$ cat config.mk
export PLATFORM = sky130hd
export DESIGN_NAME = irq_vector_ctrl
export DESIGN_NICKNAME = d
export VERILOG_FILES = /design/src/rtl/irqc_pkg.sv /design/src/rtl/irqc_src_map.sv /design/src/rtl/irqc_regs.sv /design/src/rtl/irqc_priority.sv /design/src/rtl/irq_vector_ctrl.sv
export SDC_FILE = /design/constraint.sdc
export NUM_CORES = 1
export LEC_CHECK = 0
export BUFFER_PORTS_ARGS = -buffer_cell sky130_fd_sc_hd__buf_2
export CAP_MARGIN = 10
export CORE_MARGIN = 5
export CORE_UTILIZATION = 45
export CTS_BUF_LIST = sky130_fd_sc_hd__clkbuf_8
export CTS_CLUSTER_SIZE = 30
export DETAILED_ROUTE_END_ITERATION = 10
export GPL_TIMING_DRIVEN = 0
export PLACE_DENSITY = 0.84
export SYNTH_ARGS = -nofsm -noshare
export SYNTH_HDL_FRONTEND = slang
export SYNTH_SLANG_ARGS = --single-unit
$ cat constraint.sdc
create_clock -name clk -period 3.2 [get_ports clk]
set_input_delay 0.16 -clock clk [delete_from_list [all_inputs] [get_ports clk]]
set_output_delay 0.16 -clock clk [all_outputs]
set_load 0.02 [all_outputs]
$ cat src/rtl/irqc_pkg.sv
package irqc_pkg;
  typedef enum logic [2:0] {
    A_EN_SET  = 3'd0,
    A_EN_CLR  = 3'd1,
    A_EN_STAT = 3'd2,
    A_GMASK   = 3'd3,
    A_PEND    = 3'd4,
    A_CUR     = 3'd5,
    A_EOI     = 3'd6
  } irqc_addr_e;
endpackage

$ cat src/rtl/irqc_src_map.sv
module irqc_src_map #(
  parameter int NUM_SRC = 32,
  parameter int NUM_SYS = 4
) (
  input  logic                 fiq_line,
  input  logic [NUM_SYS-1:0]   sys_lines,
  input  logic [NUM_SRC-3:0]   per_lines,
  output logic [NUM_SRC-1:0]   raw
);
  // slot 0 fast path, slot 1 system OR, remaining slots one line each
  assign raw[0] = fiq_line;
  assign raw[1] = |sys_lines;
  for (genvar g = 2; g < NUM_SRC; g++) begin : g_per
    assign raw[g] = per_lines[g-2];
  end
endmodule

$ cat src/rtl/irqc_regs.sv
module irqc_regs
  import irqc_pkg::*;
#(
  parameter int NUM_SRC = 32
) (
  input  logic               clk,
  input  logic               rst_n,
  input  logic               we,
  input  logic [2:0]         addr,
  input  logic [NUM_SRC-1:0] wdata,
  output logic [NUM_SRC-1:0] enable_q,
  output logic               gmask_q
);
  logic [NUM_SRC-1:0] enable_d;
  logic               gmask_d;
  logic               upd_en;

  always_comb begin
    enable_d = enable_q;
    gmask_d  = gmask_q;
    if (we) begin
      case (irqc_addr_e'(addr))
        A_EN_SET: enable_d = enable_q | wdata;
        A_EN_CLR: enable_d = enable_q & ~wdata;
        A_GMASK:  gmask_d  = wdata[0];
        default:  ;
      endcase
    end
  end

  assign upd_en = we;

  always_ff @(posedge clk or negedge rst_n) begin
    if (!rst_n) begin
      enable_q <= '0;
      gmask_q  <= 1'b0;
    end else if (upd_en) begin
      enable_q <= enable_d;
      gmask_q  <= gmask_d;
    end
  end

  // end-of-interrupt write leaves the enables alone
  p_eoi_keeps_en_r9: assert property (@(posedge clk) disable iff (!rst_n)
    (we && addr == 3'(A_EOI)) |=> $stable(enable_q) && $stable(gmask_q));
endmodule

$ cat src/rtl/irqc_priority.sv
module irqc_priority #(
  parameter int NUM_SRC = 32,
  localparam int SRC_W  = $clog2(NUM_SRC) + 1
) (
  input  logic [NUM_SRC-1:0] pending,
  output logic [SRC_W-1:0]   cur_src,
  output logic               any_irq
);
  localparam logic [SRC_W-1:0] NONE = SRC_W'(NUM_SRC);

  // scan from the top so the lowest-numbered request wins
  always_comb begin
    cur_src = NONE;
    for (int i = NUM_SRC - 1; i >= 1; i--) begin
      if (pending[i]) cur_src = SRC_W'(i);
    end
  end

  assign any_irq = |pending[NUM_SRC-1:1];
endmodule

$ cat src/rtl/irq_vector_ctrl.sv
module irq_vector_ctrl
  import irqc_pkg::*;
#(
  parameter int NUM_SRC = 32,
  parameter int NUM_SYS = 4
) (
  input  logic               clk,
  input  logic               rst_n,
  input  logic               fiq_src,
  input  logic [NUM_SYS-1:0] sys_irq,
  input  logic [NUM_SRC-1:2] per_irq,
  input  logic               we,
  input  logic [2:0]         addr,
  input  logic [NUM_SRC-1:0] wdata,
  output logic [NUM_SRC-1:0] rdata,
  output logic               nfiq_n,
  output logic               nirq_n,
  output logic               wake
);
  localparam int SRC_W = $clog2(NUM_SRC) + 1;
  localparam logic [SRC_W-1:0] NONE = SRC_W'(NUM_SRC);

  logic [NUM_SRC-1:0] raw, pending, enable_q;
  logic               gmask_q;
  logic [SRC_W-1:0]   cur_src;
  logic               any_irq;
  logic               nfiq_d, nirq_d, wake_d;

  irqc_src_map #(.NUM_SRC(NUM_SRC), .NUM_SYS(NUM_SYS)) u_map (
    .fiq_line (fiq_src),
    .sys_lines(sys_irq),
    .per_lines(per_irq),
    .raw      (raw)
  );

  irqc_regs #(.NUM_SRC(NUM_SRC)) u_regs (
    .clk     (clk),
    .rst_n   (rst_n),
    .we      (we),
    .addr    (addr),
    .wdata   (wdata),
    .enable_q(enable_q),
    .gmask_q (gmask_q)
  );

  assign pending = raw & enable_q;

  irqc_priority #(.NUM_SRC(NUM_SRC)) u_prio (
    .pending(pending),
    .cur_src(cur_src),
    .any_irq(any_irq)
  );

  always_comb begin
    nfiq_d = ~(pending[0] & ~gmask_q);
    nirq_d = ~(any_irq & ~gmask_q);
    wake_d = |pending;
  end

  always_ff @(posedge clk or negedge rst_n) begin
    if (!rst_n) begin
      nfiq_n <= 1'b1;
      nirq_n <= 1'b1;
      wake   <= 1'b0;
    end else begin
      nfiq_n <= nfiq_d;
      nirq_n <= nirq_d;
      wake   <= wake_d;
    end
  end

  always_comb begin
    case (irqc_addr_e'(addr))
      A_EN_STAT: rdata = enable_q;
      A_GMASK:   rdata = NUM_SRC'(gmask_q);
      A_PEND:    rdata = pending;
      A_CUR:     rdata = NUM_SRC'(cur_src);
      default:   rdata = '0;
    endcase
  end

  // a normal request never comes from source 0 alone
  p_fiq_only_r1: assert property (@(posedge clk) disable iff (!rst_n)
    !nirq_n |-> $past(|(raw[NUM_SRC-1:1] & enable_q[NUM_SRC-1:1])));
  // the current source is never 0, and it is NONE exactly when no normal source is pending
  p_cur_range_r5: assert property (@(posedge clk) disable iff (!rst_n)
    cur_src != '0 && ((cur_src == NONE) == !(|pending[NUM_SRC-1:1])));
  // a set mask holds both request lines high on the next edge
  p_mask_holds_r7: assert property (@(posedge clk) disable iff (!rst_n)
    gmask_q |=> nirq_n && nfiq_n);
  // wake is high whenever a request output is low
  p_wake_cover_r8: assert property (@(posedge clk) disable iff (!rst_n)
    (!nirq_n || !nfiq_n) |-> wake);
endmodule

-- Word level (Yosys, flattened, before mapping)
Index checks and enable logic that the tools add are counted.
- register bits after elaboration: 36
- output and inout bits: 35
- logic and storage cells: 59
- input port bits: 73
- eq/ne operators: 5
- bitwise operators: 9
- reductions and logical operators: 7
- mux-type cells: 33
- operator list (kind ; number):
    $mux 6 ; 31
    $pmux 32 s4 ; 1
    $and 32x32->32 ; 2
    $pmux 32 s2 ; 1
    $not 32->32 ; 1
    $or 32x32->32 ; 1
    $reduce_or 32->1 ; 1
    $reduce_or 31->1 ; 1
    $eq 3x2->1 const B ; 2
    $eq 3x3->1 const B ; 2
    $reduce_and 2->1 ; 2
    $reduce_or 4->1 ; 1
    $eq 3x1->1 const B ; 1
    $logic_not 3->1 ; 1
    $not 1->1 ; 3
    $and 1x1->1 ; 2
    $reduce_bool 2->1 ; 1

-- Logic depth before layout (Yosys ltp)
Gate-level depths: netlist (run 1).
- depth after elaboration: 34
- depth in mapped cells: 7
- gate-level depth less buffers: 6

-- Cells and area by module
A second synthesis (run 1) with hierarchy kept.
- cells, all modules: 384
- area total of the unflattened synthesis: 3248.1 um^2
- modules (own cells, without submodules) (module ; cells each ; seq. area each (um^2) ; instances ; area an instance (um^2)):
    irqc_regs ; 144 ; 825.8 ; 1 ; 1745.4
    irq_vector_ctrl ; 139 ; 77.6 ; 1 ; 844.6
    irqc_priority ; 69 ; 0.0 ; 1 ; 417.9
    irqc_src_map ; 32 ; 0.0 ; 1 ; 240.2

-- Worst setup path before layout (run 1)
Ideal clock, no wire load.
- kind: flip-flop to output port
- start point: register with a tool-made name
- end point: output port rdata[2]
- path buffers: 0
- path slack: 1305 ps
- stages on the path, launching flop included: 7
- data required time: 3040 ps
- arrival time: 1735 ps
- cells stage by stage: dfrtp_1 -> a22o_1 -> a211oi_1 -> o21ai_0 -> a211oi_1 -> o21ai_0 -> a21boi_0
- RTL lines (item ; line ; text):
    to (decl) ; irq_vector_ctrl.sv:15 ; output logic [NUM_SRC-1:0] rdata,

==> results of run 1 <==
## worst min-delay path by stage
stage / from / to / slack, ns
after global routing: wdata[22] / register / 0.06
after floorplan: rst_n / async pin / -0.14
after global placement: rst_n / async pin / 0.30
after detailed placement: rst_n / async pin / 0.30
final: wdata[24] / register / 0.06
after CTS: wdata[24] / register / 0.05
## cells by family after synthesis
| kind of cell | after synthesis | synth area share |
|---|---|---|
| buffers and inverters | 25 | 0.0404 |
| multiplexers | 2 | 0.00869 |
| AND/OR/NAND/NOR | 100 | 0.179 |
| AO/OA/AOI/OAI | 149 | 0.398 |
| flip-flops | 36 | 0.369 |
| adder cells (fa/ha/maj) | 1 | 0.00511 |
## worst max-delay path, stage by stage (launching register included)
cell and delay [ns]:
sky130_fd_sc_hd__dfrtp_1 0.44, sky130_fd_sc_hd__a22o_1 0.28, sky130_fd_sc_hd__a21oi_2 0.14, sky130_fd_sc_hd__o21ai_1 0.09, sky130_fd_sc_hd__a2111oi_2 0.39, sky130_fd_sc_hd__nor4_1 0.10, sky130_fd_sc_hd__o31a_1 0.32, sky130_fd_sc_hd__buf_2 0.17
## layer usage
layer	share of wire	wire (um)	vias to the layer above	global-route usage
li1	-	-	1416	-
met5	0	0	-	0
met4	0.016	134	0	0.0673
met2	0.48	4030	179	0.393
met1	0.41	3440	1409	0.320
met3	0.10	869	14	0.0424
## per-stage QoR
step | std cells | worst slack, ns | power, mW
after detailed placement | 489 | 1.19 | 1.07
final | 498 | 0.833 | 1.40
after global routing | 498 | 0.752 | 1.48
after floorplan | 313 | 1.31 | 0.892
after global placement | 489 | 1.19 | 1.05
after CTS | 498 | 0.857 | 1.40
## power groups by stage
| stage | Clock, mW | Combinational (mW) | Sequential [mW] |
|---|---|---|---|
| floorplan | 0 | 0.283 | 0.609 |
| global placement | 0 | 0.434 | 0.621 |
| detailed placement | 0 | 0.444 | 0.625 |
| CTS | 0.335 | 0.447 | 0.617 |
| global route | 0.351 | 0.500 | 0.632 |
| finish | 0.332 | 0.449 | 0.619 |
## final cells by class
class | count | area [sq um] | share of cell area
buffer | 21 | 83.8 | 0.0265
clock inverter | 2 | 7.51 | 0.00237
clock buffer | 6 | 82.6 | 0.0261
multi-input combinational | 252 | 1450 | 0.457
inverter | 4 | 15.0 | 0.00474
sequential | 36 | 903 | 0.285
tap | 70 | 87.6 | 0.0277
timing repair buffer | 107 | 541 | 0.171
## synthesized netlist by cell type, drive strengths merged, types with 3 or more instances
library cell  number
nand2             44
a22oi              7
a21oi             64
nand3              3
nor2              33
o21ai              6
a31oi             33
inv                4
and2               5
a21o               3
a22o              10
buf                6
nand4              3
nor4               3
a32o               3
clkbuf            15
dfrtp             34
a32oi              4
==> impl_metrics.csv, run 1 <==
group,metric,value,unit
layout,total_inserted_antenna_cells,0,
status,outcome,"finished, final reports clean",
sta,clock-skew-final,0.00504,ns
power,worst_ir_drop_vdd,235,uV
clock_tree,cts-root-buf,"sky130_fd_sc_hd__clkbuf_8",
grt,pin_count_of_the_biggest_net_entering_global_routing,37,
sta,fin_crit_sh,0.740,
floorplan,starting_utilization_of_the_core_area,0.470,
floorplan,die_h,83.8,um
floorplan,floorplan.core_area,5200,sq um
clock_tree,cts_tree,"yes",
clock_tree,clock_tree.htree_level_count,2,
synthesis,synth_top_cell_area_share,0.347,
floorplan,design.die.area,7020,sq um
worst_setup_path,timing_worst_setup_path_type,"register to output port",
floorplan,io-pin-count,108,
synthesis,synth_edf_count,0,
layout,area_delta_synth_final,29.3,%
routing,route.detailed.wl_per_inst,17.0,um
clock_tree,clock_path_buffers,2,
synthesis,syn_nets,387,
layout,num-nets-final,501,
routing,wl,8480,um
floorplan,die_width,83.8,um
job,cap_violations,0,
routing,number_of_nets_still_failing_antenna_checks_after_routing,0,
synthesis,cell_variety_after_synth,47,
routing,detail_route.iter0.violations,222,
layout,stdcell_area,3170,sq um
worst_setup_path,critical_path.endpoint,"rdata[1]",
clock_tree,clock_latency,0.28,ns
synthesis,synth_top_area_cells,"sky130_fd_sc_hd__dfrtp_1, sky130_fd_sc_hd__a21oi_1, sky130_fd_sc_hd__a31oi_1, sky130_fd_sc_hd__nand2_1, sky130_fd_sc_hd__nor2_1",
clock_tree,post_cts_buffers,0,
routing,vias_per_cell,6.06,
layout,final_common_cell,"sky130_fd_sc_hd__buf_2",
layout,fin_util,0.608,
sta,worst_hold_slack_across_all_endpoints,0.0568,ns
grt,grt_use_total,0.238,
power,power-per-cell-area,442,nW/um^2
synthesis,portion_of_the_post_synthesis_area_used_by_sequential_elements,0.369,
grt,antenna_found_initial,0,
sta,rsz0062_at_grt,"no",
worst_setup_path,ff2ff_setup_slack,1.59,ns
sta,finalCriticalPeriod,2.37,ns
sta,fmax,0.422,GHz
synthesis,synth.largest_area_cell,"sky130_fd_sc_hd__dfrtp_1",
synthesis,ffs_w_async_s_r_synth,1.00,
synthesis,synth-warning-count,0,
layout,drive_gt1_frac,0.297,
placement,postPlaceCellArea,3070,sq um
routing,dr_total_vias,3018,
sta,hold_violations,0,
worst_setup_path,startpoint_type,"register",
power,power.static_leakage,1.48,nW
placement,finalWeightedCongestion,0.925,
sta,final-setup-viol-count,0,
placement,place.detailed.hpwl,6510,um
sta,fin_tns_setup,0,ns
routing,firstDrtPassIters,5,
sta,slew_headroom,0.446,
power,power.switching,0.510,mW
clock_tree,number_of_buffers_inserted_by_hold_repair_at_cts,1,
clock_tree,path_clk_slew,0.07,ns
worst_setup_path,timing.critical_path.fanout_max,5,
synthesis,netlist_instances,313,
clock_tree,cts.repair.resized,0,
worst_setup_path,required,3.04,ns
worst_setup_path,cell_depth_of_the_worst_flop_to_flop_path,4,
synthesis,synth-main-ff-cell,"sky130_fd_sc_hd__dfrtp_1",
power,seqPwrFrac,0.442,
sta,measured_slew_at_the_worst_slew_check_pin,0.831,ns
worst_setup_path,cp.arrival,2.21,ns
synthesis,mappedNetlistArea,2450,sq um
floorplan,fp-row-count,26,
grt,grt_pass1_vias,2874,
synthesis,synth_area_per_cell,7.82,sq um
power,power.share.switching,0.364,
worst_setup_path,timing.critical_path.to_type,"output port",
synthesis,synth.ff_latch_count,36,
grt,wire_length_of_the_first_global_routing_pass,13800,um
power,comb_power_share,0.321,
worst_setup_path,critical_path.reg2reg.endpoint,"wake",
layout,layout_common_cells,"sky130_fd_sc_hd__buf_2, sky130_fd_sc_hd__a21oi_1, sky130_fd_sc_hd__nand2_1",
layout,nFillCells,513,
sta,count_of_final_max_slew_check_failures,0,
clock_tree,cts_made_buffers,5,
power,power.clock.fraction,0.237,
power,power.internal,0.890,mW
hold_path,hold_path_depth,2,
placement,place.port_buffers,106,
routing,drc_errors,0,
hold_path,hold_path_class,"primary input to register",
clock_tree,clkSinkCount,36,
grt,gr-total-overflow,0,
Note: power is estimated with default switching activity, not from simulation.
==> inputs of run 2 (changes only) <==
ABC_AREA = 1   (was default)
PLACE_DENSITY = 0.82   (was 0.84)
clock period = 2.2 ns   (was 3.2 ns; I/O delays follow)
==> impl_metrics.csv, run 2 <==
group,metric,value,unit
status,outcome,"finished, violations left",
status,violations,"negative setup slack",
floorplan,die_width,86.5,um
sta,worst_hold_slack_across_all_endpoints,0.0380,ns
layout,num-nets-final,603,
routing,firstDrtPassIters,7,
sta,slew_headroom,0.464,
synthesis,netlist_instances,414,
layout,stdcell_area,3420,sq um
worst_setup_path,timing_worst_setup_path_type,"register to output port",
placement,place.port_buffers,107,
routing,route.met3.wl,599,um
sta,fmax,0.379,GHz
sta,fin_crit_sh,1.20,
synthesis,synth.ff_latch_count,36,
sta,clock-skew-final,0.00572,ns
clock_tree,cts_tree,"yes",
placement,postPlaceCellArea,3260,sq um
synthesis,synth.largest_area_cell,"sky130_fd_sc_hd__dfrtp_1",
power,power,2.25,mW
sta,measured_slew_at_the_worst_slew_check_pin,0.803,ns
synthesis,portion_of_the_post_synthesis_area_used_by_sequential_elements,0.343,
worst_setup_path,critical_path.most_common_cell,"sky130_fd_sc_hd__nand2_1",
worst_setup_path,timing.critical_path.to_type,"output port",
grt,wire_length_of_the_first_global_routing_pass,12600,um
routing,vias_per_cell,4.95,
synthesis,syn_nets,488,
sta,rsz0062_at_grt,"yes",
clock_tree,cts_made_buffers,5,
layout,post_layout_nonfiller_instances,602,
floorplan,io-pin-count,108,
layout,area_delta_synth_final,29.7,%
worst_setup_path,startpoint_type,"register",
worst_setup_path,timing.critical_path.fanout_max,2,
clock_tree,path_clk_slew,0.07,ns
sta,final-setup-viol-count,2,
clock_tree,clkSinkCount,36,
layout,total_inserted_antenna_cells,0,
layout,final_common_cell,"sky130_fd_sc_hd__nand2_1",
floorplan,floorplan.core_area,5610,sq um
synthesis,cell_variety_after_synth,27,
clock_tree,cts-root-buf,"sky130_fd_sc_hd__clkbuf_8",
job,cap_violations,0,
synthesis,synth_area_per_cell,6.36,sq um
layout,nFillCells,568,
synthesis,ffs_w_async_s_r_synth,1.00,
synthesis,synth-warning-count,0,
worst_setup_path,cp.arrival,2.53,ns
layout,layout_common_cells,"sky130_fd_sc_hd__nand2_1, sky130_fd_sc_hd__buf_2, sky130_fd_sc_hd__inv_1",
floorplan,fp-row-count,27,
routing,routed-wl-met2,3760,um
sta,hold_violations,0,
routing,top_layer,"met4",
clock_tree,clock_tree.htree_level_count,2,
clock_tree,clock_latency,0.30,ns
layout,drive_gt1_frac,0.275,
floorplan,die_h,86.5,um
synthesis,synth_edf_count,0,
floorplan,starting_utilization_of_the_core_area,0.470,
sta,finalCriticalPeriod,2.64,ns
hold_path,hold_path_class,"primary input to register",
routing,wl,7900,um
worst_setup_path,cp_slowest_cell,"sky130_fd_sc_hd__dfrtp_1",
routing,wl_met1,3420,um
worst_setup_path,required,2.09,ns
synthesis,post_synth_most_frequent_cells,"sky130_fd_sc_hd__nand2_1, sky130_fd_sc_hd__inv_1, sky130_fd_sc_hd__nor2_1",
grt,antenna_found_initial,0,
synthesis,synth-main-ff-cell,"sky130_fd_sc_hd__dfrtp_1",
grt,grt_use_total,0.212,
floorplan,design.die.area,7490,sq um
placement,placed_cells,593,
grt,gr-total-overflow,0,
placement,finalWeightedCongestion,0.898,
power,power-per-cell-area,658,nW/um^2
power,power.static_leakage,1.89,nW
synthesis,synth_top_area_cells,"sky130_fd_sc_hd__dfrtp_1, sky130_fd_sc_hd__nand2_1, sky130_fd_sc_hd__inv_1, sky130_fd_sc_hd__a211oi_1, sky130_fd_sc_hd__nor2_1",
routing,dr_total_vias,2982,
worst_setup_path,timing.critical_path.slowest_cell_delay,0.39,ns
layout,total_area_of_multi_input_combinational_cells,1400,sq um
sta,count_of_final_max_slew_check_failures,0,
grt,grt_pass1_vias,2868,
layout,final-seq-area,903,sq um
placement,preCtsSetupSlack,-0.151,ns
sta,fin_tns_setup,-0.495,ns
placement,place.detailed.hpwl,6050,um
synthesis,mappedNetlistArea,2640,sq um
sta,setup_ws,-0.438,ns
layout,fin_util,0.609,
routing,number_of_nets_still_failing_antenna_checks_after_routing,0,
synthesis,synth_top_cell_area_share,0.323,
synthesis,synth.most_common_cell,"sky130_fd_sc_hd__nand2_1",
grt,pin_count_of_the_biggest_net_entering_global_routing,37,
routing,drc_errors,0,
routing,detail_route.iter0.violations,131,
clock_tree,clock_path_buffers,2,
power,worst_ir_drop_vdd,294,uV
routing,route.detailed.wl_per_inst,13.1,um
## run 2: worst paths after layout
path | to | cells past startpoint | slack [ns] | startpoint
max | rdata[0] | 34 | -0.44 | register
min | wake | 3 | 0.04 | fiq_src
max reg2reg | wake | 10 | 0.79 | register
min reg2reg | u_regs.gmask_q | 2 | 0.51 | u_regs.gmask_q
max in group asynchronous | async pin | 2 | 1.25 | rst_n
min in group asynchronous | async pin | 2 | 0.43 | rst_n
## run 2: logic make-up after synthesis
kind of cell,synth area share
and+or+nand+nor,0.343
muxes,0.0128
buffers and inverters,0.132
AOI/OAI and AO/OA,0.165
adders and majority gates,0.00475
DFF,0.343
## run 2: power breakdown
group	switching, mW	internal (mW)	total, mW
Combinational	0.444	0.276	0.720
Clock	0.250	0.400	0.650
Sequential	0.0840	0.794	0.878
Total	0.778	1.47	2.25
## run 2: per-layer routing
layer	vias up	GRT usage
li1	1524	-
met1	1327	0.266
met2	116	0.362
met3	15	0.0447
met4	0	0.0680
met5	-	0
## run 2: worst max-delay path, delay by kind of cell, from the launching register on
| kind | cells | cell delay [ns] |
|---|---|---|
| AND/OR/NAND/NOR | 32 | 1.57 |
| flip-flops | 1 | 0.39 |
| AO/OA/AOI/OAI | 1 | 0.12 |
| buffers and inverters | 1 | 0.15 |
## run 2: timing repair
| action | in CTS | in global routing |
|---|---|---|
| endpoints found under the hold margin | 34 | 0 |
| setup buffers | 0 | 0 |
| pin swaps | 0 | 3 |
| resized for setup | 1 | 6 |
| setup endpoints to repair | 1 | 4 |
| hold buffers | 1 | 0 |
## run 2: final cells by class
type,count,share of cell area
plain buffers,14,0.0183
clock buffers,7,0.0282
clock inverters,1,0.00879
inverters,72,0.0831
multi-input cells,292,0.409
flip-flops and latches,36,0.264
well taps,72,0.0264
repair buffers,108,0.162
==> inputs of run 3 (changes only) <==
PLACE_DENSITY = 0.76   (was 0.82)
==> impl_metrics.csv, run 3 (synthesis gave the netlist of run 2 again) <==
group,metric,value,unit
sta,measured_slew_at_the_worst_slew_check_pin,0.817,ns
worst_setup_path,crit_path_buffers_inverters,1,
routing,route.detailed.wl_per_inst,13.1,um
grt,grt_use_total,0.210,
worst_setup_path,cp_slowest_cell,"sky130_fd_sc_hd__dfrtp_1",
power,seqPwrFrac,0.414,
clock_tree,clkSinkCount,36,
layout,area_delta_synth_final,28.8,%
clock_tree,cts-root-buf,"sky130_fd_sc_hd__clkbuf_8",
floorplan,fp-row-count,27,
routing,dr_total_vias,2908,
job,cap_violations,0,
power,comb_power_share,0.341,
sta,slew_headroom,0.455,
routing,number_of_nets_still_failing_antenna_checks_after_routing,0,
floorplan,io-pin-count,108,
worst_setup_path,cell_depth_of_the_worst_flop_to_flop_path,8,
sta,hold_violations,0,
floorplan,starting_utilization_of_the_core_area,0.470,
routing,drc_errors,0,
layout,total_inserted_antenna_cells,0,
worst_setup_path,critical_path.most_common_cell,"sky130_fd_sc_hd__nand2_1",
clock_tree,clock_latency,0.29,ns
grt,grt_pass1_vias,2875,
power,power.switching,0.762,mW
worst_setup_path,required,2.09,ns
placement,place.port_buffers,107,
sta,setup_ws,-0.405,ns
routing,vias_per_cell,4.82,
floorplan,die_h,86.5,um
status,violations,"negative setup slack",
worst_setup_path,timing.critical_path.to_type,"output port",
clock_tree,clock_tree.htree_level_count,2,
grt,gr-total-overflow,0,
worst_setup_path,critical_path.reg2reg.endpoint,"wake",
sta,rsz0062_at_grt,"yes",
floorplan,floorplan.core_area,5610,sq um
layout,total_area_of_multi_input_combinational_cells,1390,sq um
layout,nFillCells,566,
floorplan,die_width,86.5,um
placement,place.detailed.hpwl,6080,um
routing,detail_route.iter0.violations,143,
grt,pin_count_of_the_biggest_net_entering_global_routing,37,
status,outcome,"finished, violations left",
placement,postPlaceCellArea,3260,sq um
sta,count_of_final_max_slew_check_failures,0,
power,power.share.switching,0.360,
worst_setup_path,startpoint_type,"register",
worst_setup_path,cp.arrival,2.49,ns
placement,preCtsSetupSlack,-0.136,ns
power,worst_ir_drop_vdd,285,uV
clock_tree,cts_tree,"yes",
worst_setup_path,timing.critical_path.fanout_max,2,
sta,fin_crit_sh,1.18,
power,power.internal,1.36,mW
sta,fmax,0.384,GHz
routing,firstDrtPassIters,5,
sta,clock-skew-final,0.00416,ns
layout,drive_gt1_frac,0.275,
power,power,2.12,mW
worst_setup_path,timing_worst_setup_path_type,"register to output port",
layout,final_common_cell,"sky130_fd_sc_hd__nand2_1",
sta,fin_tns_setup,-0.453,ns
hold_path,hold_path_class,"primary input to register",
grt,antenna_found_initial,0,
layout,post_layout_nonfiller_instances,603,
floorplan,design.die.area,7490,sq um
layout,num-nets-final,604,
hold_path,hold_path_depth,3,
layout,layout_common_cells,"sky130_fd_sc_hd__nand2_1, sky130_fd_sc_hd__buf_2, sky130_fd_sc_hd__inv_1",
worst_setup_path,timing.critical_path.slowest_cell_delay,0.39,ns
clock_tree,clock_path_buffers,2,
power,power.clock.fraction,0.245,
clock_tree,cts_made_buffers,5,
worst_setup_path,critical-path-top-delay-family,"simple AND/OR/NAND/NOR gates",
worst_setup_path,ff2ff_setup_slack,0.79,ns
worst_setup_path,cp_num_cells,34,
power,power.static_leakage,1.88,nW
hold_path,end_of_the_worst_hold_path,"wake",
power,power-per-cell-area,624,nW/um^2
layout,final-seq-area,903,sq um
sta,finalCriticalPeriod,2.60,ns
routing,wl,7880,um
clock_tree,path_clk_slew,0.07,ns
sta,final-setup-viol-count,2,
grt,wire_length_of_the_first_global_routing_pass,12600,um
hold_path,worstHoldStart,"fiq_src",
layout,stdcell_area,3390,sq um
placement,finalWeightedCongestion,0.887,
placement,placed_cells,593,
[run 3: cell types whose count changed in the layout (fill, tap and decap cells not counted)]
cell | previous run | this run
sky130_fd_sc_hd__a211oi_1 | 26 | 27
sky130_fd_sc_hd__a211oi_2 | 1 | 0
sky130_fd_sc_hd__buf_4 | 3 | 4
sky130_fd_sc_hd__bufinv_16 | 1 | 0
sky130_fd_sc_hd__inv_2 | 4 | 5
[run 3: metal layers]
metal,global-route usage,vias up,wire length (um)
li1,-,1528,-
met1,0.266,1282,3420
met2,0.373,93,3790
met3,0.0342,5,616
met4,0.0524,0,52
met5,0,-,0
[run 3: timing repair]
item                                    CTS  global route
gates resized for setup                   2             5
endpoints found under the hold margin    34             0
setup buffers                             0             1
endpoints found under the setup margin    1             5
pin swaps                                 0             6
hold buffers                              1             0
[run 3: stage by stage]
step | utilization | hold WS (ns)
floorplan | - | -0.186
global route | 0.605 | 0.0660
detailed placement | 0.581 | 0.252
CTS | 0.602 | 0.0432
global placement | 0.581 | 0.255
finish | 0.605 | 0.0511
[run 3: cell type report]
type	count	share of cell area
multi-input cells	292	0.410
clock inverters	1	0.00111
plain buffers	14	0.0184
well taps	72	0.0265
flip-flops and latches	36	0.266
clock buffers	7	0.0284
inverters	72	0.0837
repair buffers	109	0.165
[run 3: power by group through the flow]
stage	Clock (mW)	Combinational, mW	Sequential, mW
after floorplan	0	0.477	0.878
after global placement	0	0.692	0.880
after detailed placement	0	0.706	0.888
after CTS	0.527	0.714	0.877
after global routing	0.553	0.820	0.893
final	0.518	0.722	0.877
[run 3: worst max path at each step]
stage	from	to	slack, ns
finish	register	rdata[0]	-0.40
global route	register	rdata[0]	-0.77
CTS	register	rdata[0]	-0.43
detailed placement	register	rdata[0]	-0.14
global placement	register	rdata[0]	-0.12
floorplan	register	rdata[0]	0.1
[run 3: worst min-delay path, stage by stage]
cell	delay, ns
sky130_fd_sc_hd__buf_2	0.08
sky130_fd_sc_hd__nand2_1	0.05
sky130_fd_sc_hd__nand2_1	0.06
